## src/rtl/ocu_pkg.sv

```systemverilog
package ocu_pkg;
  localparam int PS_W  = 3;
  localparam int PRE_W = (1 << PS_W) - 1;
  localparam int AW    = 5;

  localparam logic [AW-1:0] A_CTRL  = 5'd0;
  localparam logic [AW-1:0] A_SEL   = 5'd1;
  localparam logic [AW-1:0] A_ACT   = 5'd2;
  localparam logic [AW-1:0] A_IEN   = 5'd3;
  localparam logic [AW-1:0] A_STAT  = 5'd4;
  localparam logic [AW-1:0] A_FORCE = 5'd5;
  localparam logic [AW-1:0] A_MST   = 5'd6;
  localparam logic [AW-1:0] A_TOV   = 5'd7;
  localparam logic [AW-1:0] A_CNT   = 5'd8;
  localparam logic [AW-1:0] A_CMP0  = 5'd16;

  localparam int C_EN   = 0;
  localparam int C_FCLR = 1;
  localparam int C_RST7 = 2;
  localparam int C_PS   = 4;
  localparam int C_OVIE = 7;

  typedef enum logic [1:0] {
    ACT_NONE   = 2'b00,
    ACT_TOGGLE = 2'b01,
    ACT_LOW    = 2'b10,
    ACT_HIGH   = 2'b11
  } act_e;

  // low bits of the prescaler that must all be set for a tick
  function automatic logic [PRE_W-1:0] tick_mask(input logic [PS_W-1:0] ps);
    return PRE_W'((1 << ps) - 1);
  endfunction

  function automatic logic act_level(input act_e a, input logic cur);
    case (a)
      ACT_TOGGLE: return ~cur;
      ACT_LOW:    return 1'b0;
      ACT_HIGH:   return 1'b1;
      default:    return cur;
    endcase
  endfunction
endpackage

```

## src/rtl/ocu_timebase.sv

```systemverilog
module ocu_timebase #(
  parameter int CW = 16
) (
  input  logic                      clk,
  input  logic                      rst_n,
  input  logic                      enable,
  input  logic [ocu_pkg::PS_W-1:0]  ps_sel,
  input  logic                      clr_cnt,
  output logic                      tick,
  output logic                      ovf_evt,
  output logic [CW-1:0]             cnt
);
  import ocu_pkg::*;

  logic [PRE_W-1:0] pre_q;

  assign tick    = enable && ((pre_q & tick_mask(ps_sel)) == tick_mask(ps_sel));
  assign ovf_evt = tick && (cnt == '1);

  always_ff @(posedge clk or negedge rst_n) begin
    if (!rst_n) begin
      pre_q <= '0;
      cnt   <= '0;
    end else if (enable) begin
      pre_q <= pre_q + 1'b1;
      if (tick) cnt <= clr_cnt ? '0 : cnt + 1'b1;
    end
  end

  assert_tick_spacing_R1: assert property (@(posedge clk) disable iff (!rst_n)
    (tick && ps_sel != '0) |=> (!tick || ps_sel == '0))
    else $error("tick repeated with prescale above one");

  assert_ovf_wrap_R2: assert property (@(posedge clk) disable iff (!rst_n)
    ovf_evt |=> (cnt == '0))
    else $error("overflow event without counter wrap");

  assert_hold_off_R1: assert property (@(posedge clk) disable iff (!rst_n)
    !enable |=> $stable(cnt))
    else $error("counter moved while stopped");
endmodule

```

## src/rtl/ocu_channel.sv

```systemverilog
module ocu_channel #(
  parameter int CW = 16
) (
  input  logic          clk,
  input  logic          rst_n,
  input  logic          tick,
  input  logic [CW-1:0] cnt,
  input  logic          oc_sel,
  input  logic          cmp_we,
  input  logic [CW-1:0] cmp_wdata,
  input  logic          flag_w1c,
  input  logic          fast_clr,
  output logic [CW-1:0] cmp_q,
  output logic          match,
  output logic          flag
);
  assign match = tick && oc_sel && (cnt == cmp_q);

  always_ff @(posedge clk or negedge rst_n) begin
    if (!rst_n) begin
      cmp_q <= '0;
      flag  <= 1'b0;
    end else begin
      if (cmp_we) cmp_q <= cmp_wdata;
      flag <= match | (flag & ~(flag_w1c | (cmp_we & fast_clr)));
    end
  end

  assert_flag_from_match_R3: assert property (@(posedge clk) disable iff (!rst_n)
    $rose(flag) |-> $past(match))
    else $error("flag rose without a match");
endmodule

```

## src/rtl/ocu_pin_ctrl.sv

```systemverilog
module ocu_pin_ctrl #(
  parameter int NCH = 8
) (
  input  logic             clk,
  input  logic             rst_n,
  input  logic [NCH-1:0]   ev,
  input  logic [2*NCH-1:0] act,
  input  logic [NCH-1:0]   m_mask,
  input  logic [NCH-1:0]   m_data,
  input  logic [NCH-1:0]   tov,
  input  logic [NCH-1:0]   oc_sel,
  input  logic             ovf_evt,
  output logic [NCH-1:0]   pins
);
  import ocu_pkg::*;
  localparam int MST = NCH - 1;

  logic [NCH-1:0] nxt;

  // priority, lowest first: wrap toggle, own action, master group
  always_comb begin
    for (int i = 0; i < NCH; i++) begin
      nxt[i] = pins[i];
      if (ovf_evt && tov[i] && oc_sel[i]) nxt[i] = ~pins[i];
      if (ev[i] && act_e'(act[2*i +: 2]) != ACT_NONE)
        nxt[i] = act_level(act_e'(act[2*i +: 2]), pins[i]);
      if (ev[MST] && m_mask[i]) nxt[i] = m_data[i];
    end
  end

  always_ff @(posedge clk or negedge rst_n) begin
    if (!rst_n) pins <= '0;
    else        pins <= nxt;
  end

  for (genvar g = 0; g < NCH; g++) begin : g_mst
    assert_master_wins_R5: assert property (@(posedge clk) disable iff (!rst_n)
      (ev[MST] && m_mask[g]) |=> (pins[g] == $past(m_data[g])))
      else $error("master level not applied");
  end

  assert_pins_hold_R4: assert property (@(posedge clk) disable iff (!rst_n)
    (ev == '0 && !ovf_evt) |=> $stable(pins))
    else $error("pin moved without an event");
endmodule

```

## src/rtl/octa_cmp_unit.sv

```systemverilog
module octa_cmp_unit #(
  parameter int NCH = 8,
  parameter int CW  = 16
) (
  input  logic                    clk,
  input  logic                    rst_n,
  input  logic                    wr_en,
  input  logic [ocu_pkg::AW-1:0]  wr_addr,
  input  logic [CW-1:0]           wr_data,
  input  logic [ocu_pkg::AW-1:0]  rd_addr,
  output logic [CW-1:0]           rd_data,
  output logic [NCH-1:0]          pins,
  output logic [NCH-1:0]          irq_ch,
  output logic                    irq_ovf
);
  import ocu_pkg::*;
  localparam int MST = NCH - 1;

  logic en_q, fclr_q, rst7_q, ovie_q, ovf_flag;
  logic [PS_W-1:0]  ps_q;
  logic [NCH-1:0]   sel_q, ie_q, mmask_q, mdata_q, tov_q;
  logic [2*NCH-1:0] act_q;

  logic             tick, ovf_evt;
  logic [CW-1:0]    cnt;
  logic [NCH-1:0]   match, flags, cmp_we, flag_w1c, force_v, ev;
  logic [CW-1:0]    cmp_q [NCH];
  logic             stat_wr, ovf_clr;

  assign stat_wr  = wr_en && (wr_addr == A_STAT);
  assign flag_w1c = stat_wr ? wr_data[NCH-1:0] : '0;
  assign ovf_clr  = stat_wr && wr_data[NCH];
  assign force_v  = (wr_en && wr_addr == A_FORCE) ? wr_data[NCH-1:0] : '0;
  assign ev       = match | (force_v & sel_q);

  always_ff @(posedge clk or negedge rst_n) begin
    if (!rst_n) begin
      en_q <= 1'b0; fclr_q <= 1'b0; rst7_q <= 1'b0; ovie_q <= 1'b0;
      ps_q <= '0; sel_q <= '0; ie_q <= '0; mmask_q <= '0; mdata_q <= '0;
      tov_q <= '0; act_q <= '0;
    end else if (wr_en) begin
      case (wr_addr)
        A_CTRL: begin
          en_q   <= wr_data[C_EN];
          fclr_q <= wr_data[C_FCLR];
          rst7_q <= wr_data[C_RST7];
          ps_q   <= wr_data[C_PS +: PS_W];
          ovie_q <= wr_data[C_OVIE];
        end
        A_SEL:  sel_q <= wr_data[NCH-1:0];
        A_ACT:  act_q <= wr_data[2*NCH-1:0];
        A_IEN:  ie_q  <= wr_data[NCH-1:0];
        A_MST: begin
          mmask_q <= wr_data[NCH-1:0];
          mdata_q <= wr_data[NCH +: NCH];
        end
        A_TOV:  tov_q <= wr_data[NCH-1:0];
        default: ;
      endcase
    end
  end

  always_ff @(posedge clk or negedge rst_n) begin
    if (!rst_n) ovf_flag <= 1'b0;
    else        ovf_flag <= ovf_evt | (ovf_flag & ~ovf_clr);
  end

  ocu_timebase #(.CW(CW)) u_tb (
    .clk(clk), .rst_n(rst_n), .enable(en_q), .ps_sel(ps_q),
    .clr_cnt(match[MST] && rst7_q), .tick(tick), .ovf_evt(ovf_evt), .cnt(cnt)
  );

  for (genvar i = 0; i < NCH; i++) begin : g_ch
    assign cmp_we[i] = wr_en && (wr_addr == AW'(A_CMP0 + i));
    ocu_channel #(.CW(CW)) u_ch (
      .clk(clk), .rst_n(rst_n), .tick(tick), .cnt(cnt), .oc_sel(sel_q[i]),
      .cmp_we(cmp_we[i]), .cmp_wdata(wr_data), .flag_w1c(flag_w1c[i]),
      .fast_clr(fclr_q), .cmp_q(cmp_q[i]), .match(match[i]), .flag(flags[i])
    );
  end

  ocu_pin_ctrl #(.NCH(NCH)) u_pins (
    .clk(clk), .rst_n(rst_n), .ev(ev), .act(act_q), .m_mask(mmask_q),
    .m_data(mdata_q), .tov(tov_q), .oc_sel(sel_q), .ovf_evt(ovf_evt), .pins(pins)
  );

  assign irq_ch  = flags & ie_q;
  assign irq_ovf = ovf_flag & ovie_q;

  always_comb begin
    rd_data = '0;
    case (rd_addr)
      A_CTRL: rd_data = CW'({ovie_q, ps_q, 1'b0, rst7_q, fclr_q, en_q});
      A_SEL:  rd_data = CW'(sel_q);
      A_ACT:  rd_data = CW'(act_q);
      A_IEN:  rd_data = CW'(ie_q);
      A_STAT: rd_data = CW'({ovf_flag, flags});
      A_MST:  rd_data = CW'({mdata_q, mmask_q});
      A_TOV:  rd_data = CW'(tov_q);
      A_CNT:  rd_data = cnt;
      default: begin
        for (int i = 0; i < NCH; i++)
          if (rd_addr == AW'(A_CMP0 + i)) rd_data = cmp_q[i];
      end
    endcase
  end

  assert_cnt_restart_R6: assert property (@(posedge clk) disable iff (!rst_n)
    (tick && match[MST] && rst7_q) |=> (cnt == '0))
    else $error("counter did not restart on master match");

  assert_force_no_flag_R7: assert property (@(posedge clk) disable iff (!rst_n)
    (force_v != '0 && match == '0) |=> ((flags & ~$past(flags)) == '0))
    else $error("forced compare set a flag");
endmodule

```

## config.mk

```make
export PLATFORM = sky130hd
export DESIGN_NAME = octa_cmp_unit
export DESIGN_NICKNAME = d
export VERILOG_FILES = /design/src/rtl/ocu_pkg.sv /design/src/rtl/ocu_timebase.sv /design/src/rtl/ocu_channel.sv /design/src/rtl/ocu_pin_ctrl.sv /design/src/rtl/octa_cmp_unit.sv
export SDC_FILE = /design/constraint.sdc
export NUM_CORES = 1
export LEC_CHECK = 0
export BUFFER_PORTS_ARGS = -buffer_cell sky130_fd_sc_hd__buf_2
export CAP_MARGIN = 20
export CORE_MARGIN = 3
export CORE_UTILIZATION = 45
export DETAILED_ROUTE_END_ITERATION = 10
export PLACE_DENSITY = 0.59
export SYNTH_ARGS = -nofsm -noshare
export SYNTH_HDL_FRONTEND = slang
export SYNTH_SLANG_ARGS = --single-unit
```

## constraint.sdc

```tcl
create_clock -name clk -period 4 [get_ports clk]
set_clock_uncertainty 0.2 [all_clocks]
set_input_delay 0.4 -clock clk [delete_from_list [all_inputs] [get_ports clk]]
set_output_delay 0.4 -clock clk [all_outputs]
set_load 0.01 [all_outputs]
```

==> results_tabular.tex <==
\begin{tabular}{lr}
\hline
Metric & Value \\
\hline
\multicolumn{2}{l}{\textbf{Outcome}} \\
Outcome & finished, final reports clean \\
\multicolumn{2}{l}{\textbf{Floorplanning}} \\
Floorplan core area & 28,200 um\^{}2 \\
Number of placed I/O pins & 62 \\
Effective utilization at floorplan & 46.3\% \\
Die area & between 30,000 and 40,000 um\^{}2 \\
X dimension of the die & 176 um \\
Num rows & 61 \\
Die Y & 176 um \\
\multicolumn{2}{l}{\textbf{Critical path}} \\
Number of buffer and inverter instances along the worst setup path & 2 \\
Worst path arrival time & approximately 2700 ps \\
Cell occurring most often along the worst timing path & buf\_2 \\
Cell chain of the critical path & buf\_2 > nand2b\_1 > or2\_2 > nor3\_2 > a22o\_1 > nand2\_1 > o211ai\_1 > o21ai\_0 > a41oi\_1 > buf\_2 \\
Crit. End Element & primary output \\
Worst flop-to-flop path startpoint & u\_tb.cnt[4]\$\_DFFE\_PN0P\_ \\
Master of the slowest instance on the critical path & nor3\_2 \\
Cell family with the largest share of critical-path delay & simple AND/OR/NAND/NOR gates \\
Setup slack of the most critical reg-to-reg path & a little over 800 ps \\
Crit-path max FO & 8 \\
Nature of the critical path startpoint & input port \\
End of the worst register-to-register path & u\_pins.pins[1]\$\_DFFE\_PN0P\_ \\
Type of the worst setup path & in -> out \\
Worst Reg2Reg Path Length in Cells & 8 \\
Max incr delay on CP & 450 ps \\
Worst Path Required & 3400 ps \\
\multicolumn{2}{l}{\textbf{Finish}} \\
Fraction of layout instances using a drive strength above 1 & 31.3\% \\
Final instance area & between 10,000 and 15,000 um\^{}2 \\
Net total in the final layout & 1,247 \\
FILL cells & 2,518 \\
Synthesis-to-layout area growth & 12.8\% \\
Post-Layout Cell Count & roughly 1,600 \\
Diode insertion count for antenna repair & 0 \\
\multicolumn{2}{l}{\textbf{Global routing}} \\
All-layer global routing usage & about a quarter \\
Wire length of the first global-routing pass & just over 60 mm \\
Fraction of met1 tracks used by global routing & 37.2\% \\
Overflow after GRT & 0 \\
Layer carrying the most global-route usage & met2 \\
Largest net degree at the start of global routing & 77 \\
Via count of the first global-routing pass & 9,738 \\
Grt met2 use & roughly two fifths \\
Initial antenna violation count & 1 \\
GRT met3 Usage & between 3 and 4\% \\
\multicolumn{2}{l}{\textbf{Placement}} \\
Cell area after placement & 13,800 um\^{}2 \\
Final weighted congestion of routability-driven global placement & 0.914 \\
Cell count after placement & between 1,500 and 2,000 \\
Post-DP HPWL & 29.9 mm \\
Setup Slack @ Placement & 711 ps \\
Port Buf Inserts & 61 \\
\multicolumn{2}{l}{\textbf{Detailed routing}} \\
Average wire length per cell after detail routing & 25.5 um \\
Vias & 9,836 \\
Number of detailed-routing iterations run before antenna repair & 5 \\
Final WL & 40.9 mm \\
Number of nets with antenna violations after routing & 0 \\
Residual DRC count & 0 \\
Via density per instance & roughly 6 \\
Iteration-0 DRC count of the detailed router & 989 \\
\multicolumn{2}{l}{\textbf{Min path}} \\
Beginning of the worst hold path & wr\_data[10] \\
Min-delay worst type & in -> reg \\
Sink of the worst hold path & mdata\_q[2]\$\_DFFE\_PN0P\_ \\
Number of cells on the worst hold path & 2 \\
\multicolumn{2}{l}{\textbf{Logic synthesis}} \\
Netlist area before placement & between 10,000 and 15,000 um\^{}2 \\
Average instance area after synthesis & 11.2 um\^{}2 \\
Top area cells in the synthesized netlist & dfrtp\_1 (44\%), mux2\_2 (17\%), xor2\_1 (7.0\%) \\
Area fraction of the dominant cell type after synthesis & 44.4\% \\
Cell type contributing the most total cell area after synthesis & dfrtp\_1 \\
Sequential cell area fraction in the yosys report & 44.4\% \\
Synth async-reset ratio & 100\% \\
Synth Register Bits & 231 \\
Count of flip-flops with a built-in enable after synthesis & 0 \\
Warnings, synthesis & 0 \\
Number of nets in the synthesized netlist & 1,197 \\
Top flip-flop cell by instance count after synthesis & dfrtp\_1 \\
Most frequently used cell type in the post-synthesis netlist & dfrtp\_1 \\
Post-synthesis cell count & around 1,200 \\
Post-synth top cells & dfrtp\_1 (231), mux2\_2 (194), xor2\_1 (104) \\
Count of distinct cell types in the synthesized netlist & 61 \\
\multicolumn{2}{l}{\textbf{Clock network}} \\
Root Driver & clkbuf\_16 \\
Clock buffer count from CTS & 27 \\
TritonCTS Sinks & around 230 \\
CTS tree & yes \\
Clock latency on the worst-skew pair & 540 ps \\
Maximum count of clock buffers along a single path & 3 \\
Clock-pin transition on the worst setup and hold timing paths & 60 ps \\
Number of H-tree levels & 1 \\
\multicolumn{2}{l}{\textbf{STA}} \\
Unrepaired setup endpoints after global routing & false \\
Final number of max-transition violations & 0 \\
Ratio of final minimum period to clock period & a little over four fifths \\
Achievable clock frequency & 0.300 GHz \\
Worst slew slack as a fraction of its limit & between 20\% and 30\% \\
Post-layout minimum cycle time & about 3300 ps \\
Count of endpoints failing setup in the final report & 0 \\
Setup TNS after final layout & 0 ps \\
Final worst setup slack & 671 ps \\
Number of failing hold endpoints at the final stage & 0 \\
Least-Margin Pin Slew & 1120 ps \\
\multicolumn{2}{l}{\textbf{Pwr}} \\
Worst vdd ir & 0.374 mV \\
Power density of the placed cells & 504 nW/um\^{}2 \\
Leakage power figure & around 6.7 nW \\
\multicolumn{2}{l}{\textbf{Flow run}} \\
Number of max-cap violations & 0 \\
\hline
\end{tabular}
==> metrics by stage <==
step / power (W) / hold slack (ps) / utilization, %
2_1_floorplan: 0.00432 / -95.6 / -
3_3_place_gp: 0.00495 / 218 / 49.0
3_5_place_dp: 0.00498 / 222 / 49.1
4_1_cts: 0.00744 / 73.2 / 52.2
5_1_grt: 0.00774 / 112 / 52.2
6_report: 0.00741 / 86.2 / 52.2
==> worst max-delay path by stage <==
stage / slack (ps) / endpoint / depth (start not counted) / start
2_1_floorplan: 1240 / rd_data[7] / 9 / rd_addr[0]
3_3_place_gp: 750 / rd_data[4] / 10 / rd_addr[3]
3_5_place_dp: 710 / rd_data[4] / 10 / rd_addr[3]
4_1_cts: 700 / rd_data[4] / 10 / rd_addr[3]
5_1_grt: 500 / rd_data[4] / 10 / rd_addr[3]
6_report: 670 / rd_data[4] / 10 / rd_addr[3]
==> layer usage <==
| layer | up-vias | routed length [um] |
|---|---|---|
| li1 | 4323 | - |
| met1 | 5013 | 17700 |
| met2 | 411 | 19000 |
| met3 | 87 | 2660 |
| met4 | 2 | 1500 |
| met5 | - | 13 |
==> registers in the layout, summed over array words and instances (netlist names), 7 cells and up <==
| name | cells |
|---|---|
| g_ch.u_ch.cmp_q | 128 |
| act_q | 16 |
| u_tb.cnt | 16 |
| g_ch.u_ch.flag | 8 |
| ie_q | 8 |
| mdata_q | 8 |
| mmask_q | 8 |
| sel_q | 8 |
| tov_q | 8 |
| u_pins.pins | 8 |
| u_tb.pre_q | 7 |
==> power breakdown <==
group	total [W]	switching, W	leakage, nW	internal [W]
Combinational	0.00164	0.000828	3.30	0.000810
Clock	0.00245	0.000971	0.441	0.00148
Sequential	0.00333	0.000540	2.94	0.00279
Total	0.00741	0.00234	6.69	0.00507
==> cells in the final DEF (no fill, tap or decap), types with 10 or more instances in the layout <==
cell         n
a22oi_1     32
mux2_2     194
mux2i_1     14
o21ai_0     20
nor4_1      21
clkbuf_16   27
xnor2_1     44
nand3_1     29
nand4_1     33
xor2_1     104
buf_4       40
buf_2       59
mux4_2      21
a221oi_1    10
a21oi_1     30
nand2_1     77
nor3_1      15
and3_1      10
inv_1       17
dfrtp_1    231
nor2_1      46
and2_1      11
a22o_1      11
==> cells by family after synthesis <==
kind of cell	Yosys count	share of synthesized area, %
AOI/OAI and AO/OA	150	8.26
xor gates and xnor gates	148	9.95
adders and majority gates	8	0.768
buffers and inverters	99	3.26
DFF	231	44.4
muxes	231	21.6
and+or+nand+nor	293	11.8
==> final cells by class <==
| class | instances | area [um^2] | share of cell area, % |
|---|---|---|---|
| clock buffer | 36 | 779 | 5.30 |
| clock inverter | 9 | 95.1 | 0.647 |
| inverter | 17 | 63.8 | 0.434 |
| multi-input combinational | 830 | 6850 | 46.6 |
| sequential | 231 | 5780 | 39.3 |
| tap | 378 | 473 | 3.22 |
| timing repair buffer | 103 | 668 | 4.54 |
==> timing repair <==
action	CTS	global route
hold endpoints to repair	73	0
setup buffers	0	0
gates resized for setup	0	0
hold buffers	1	0
(Power assumes the default switching activity.)
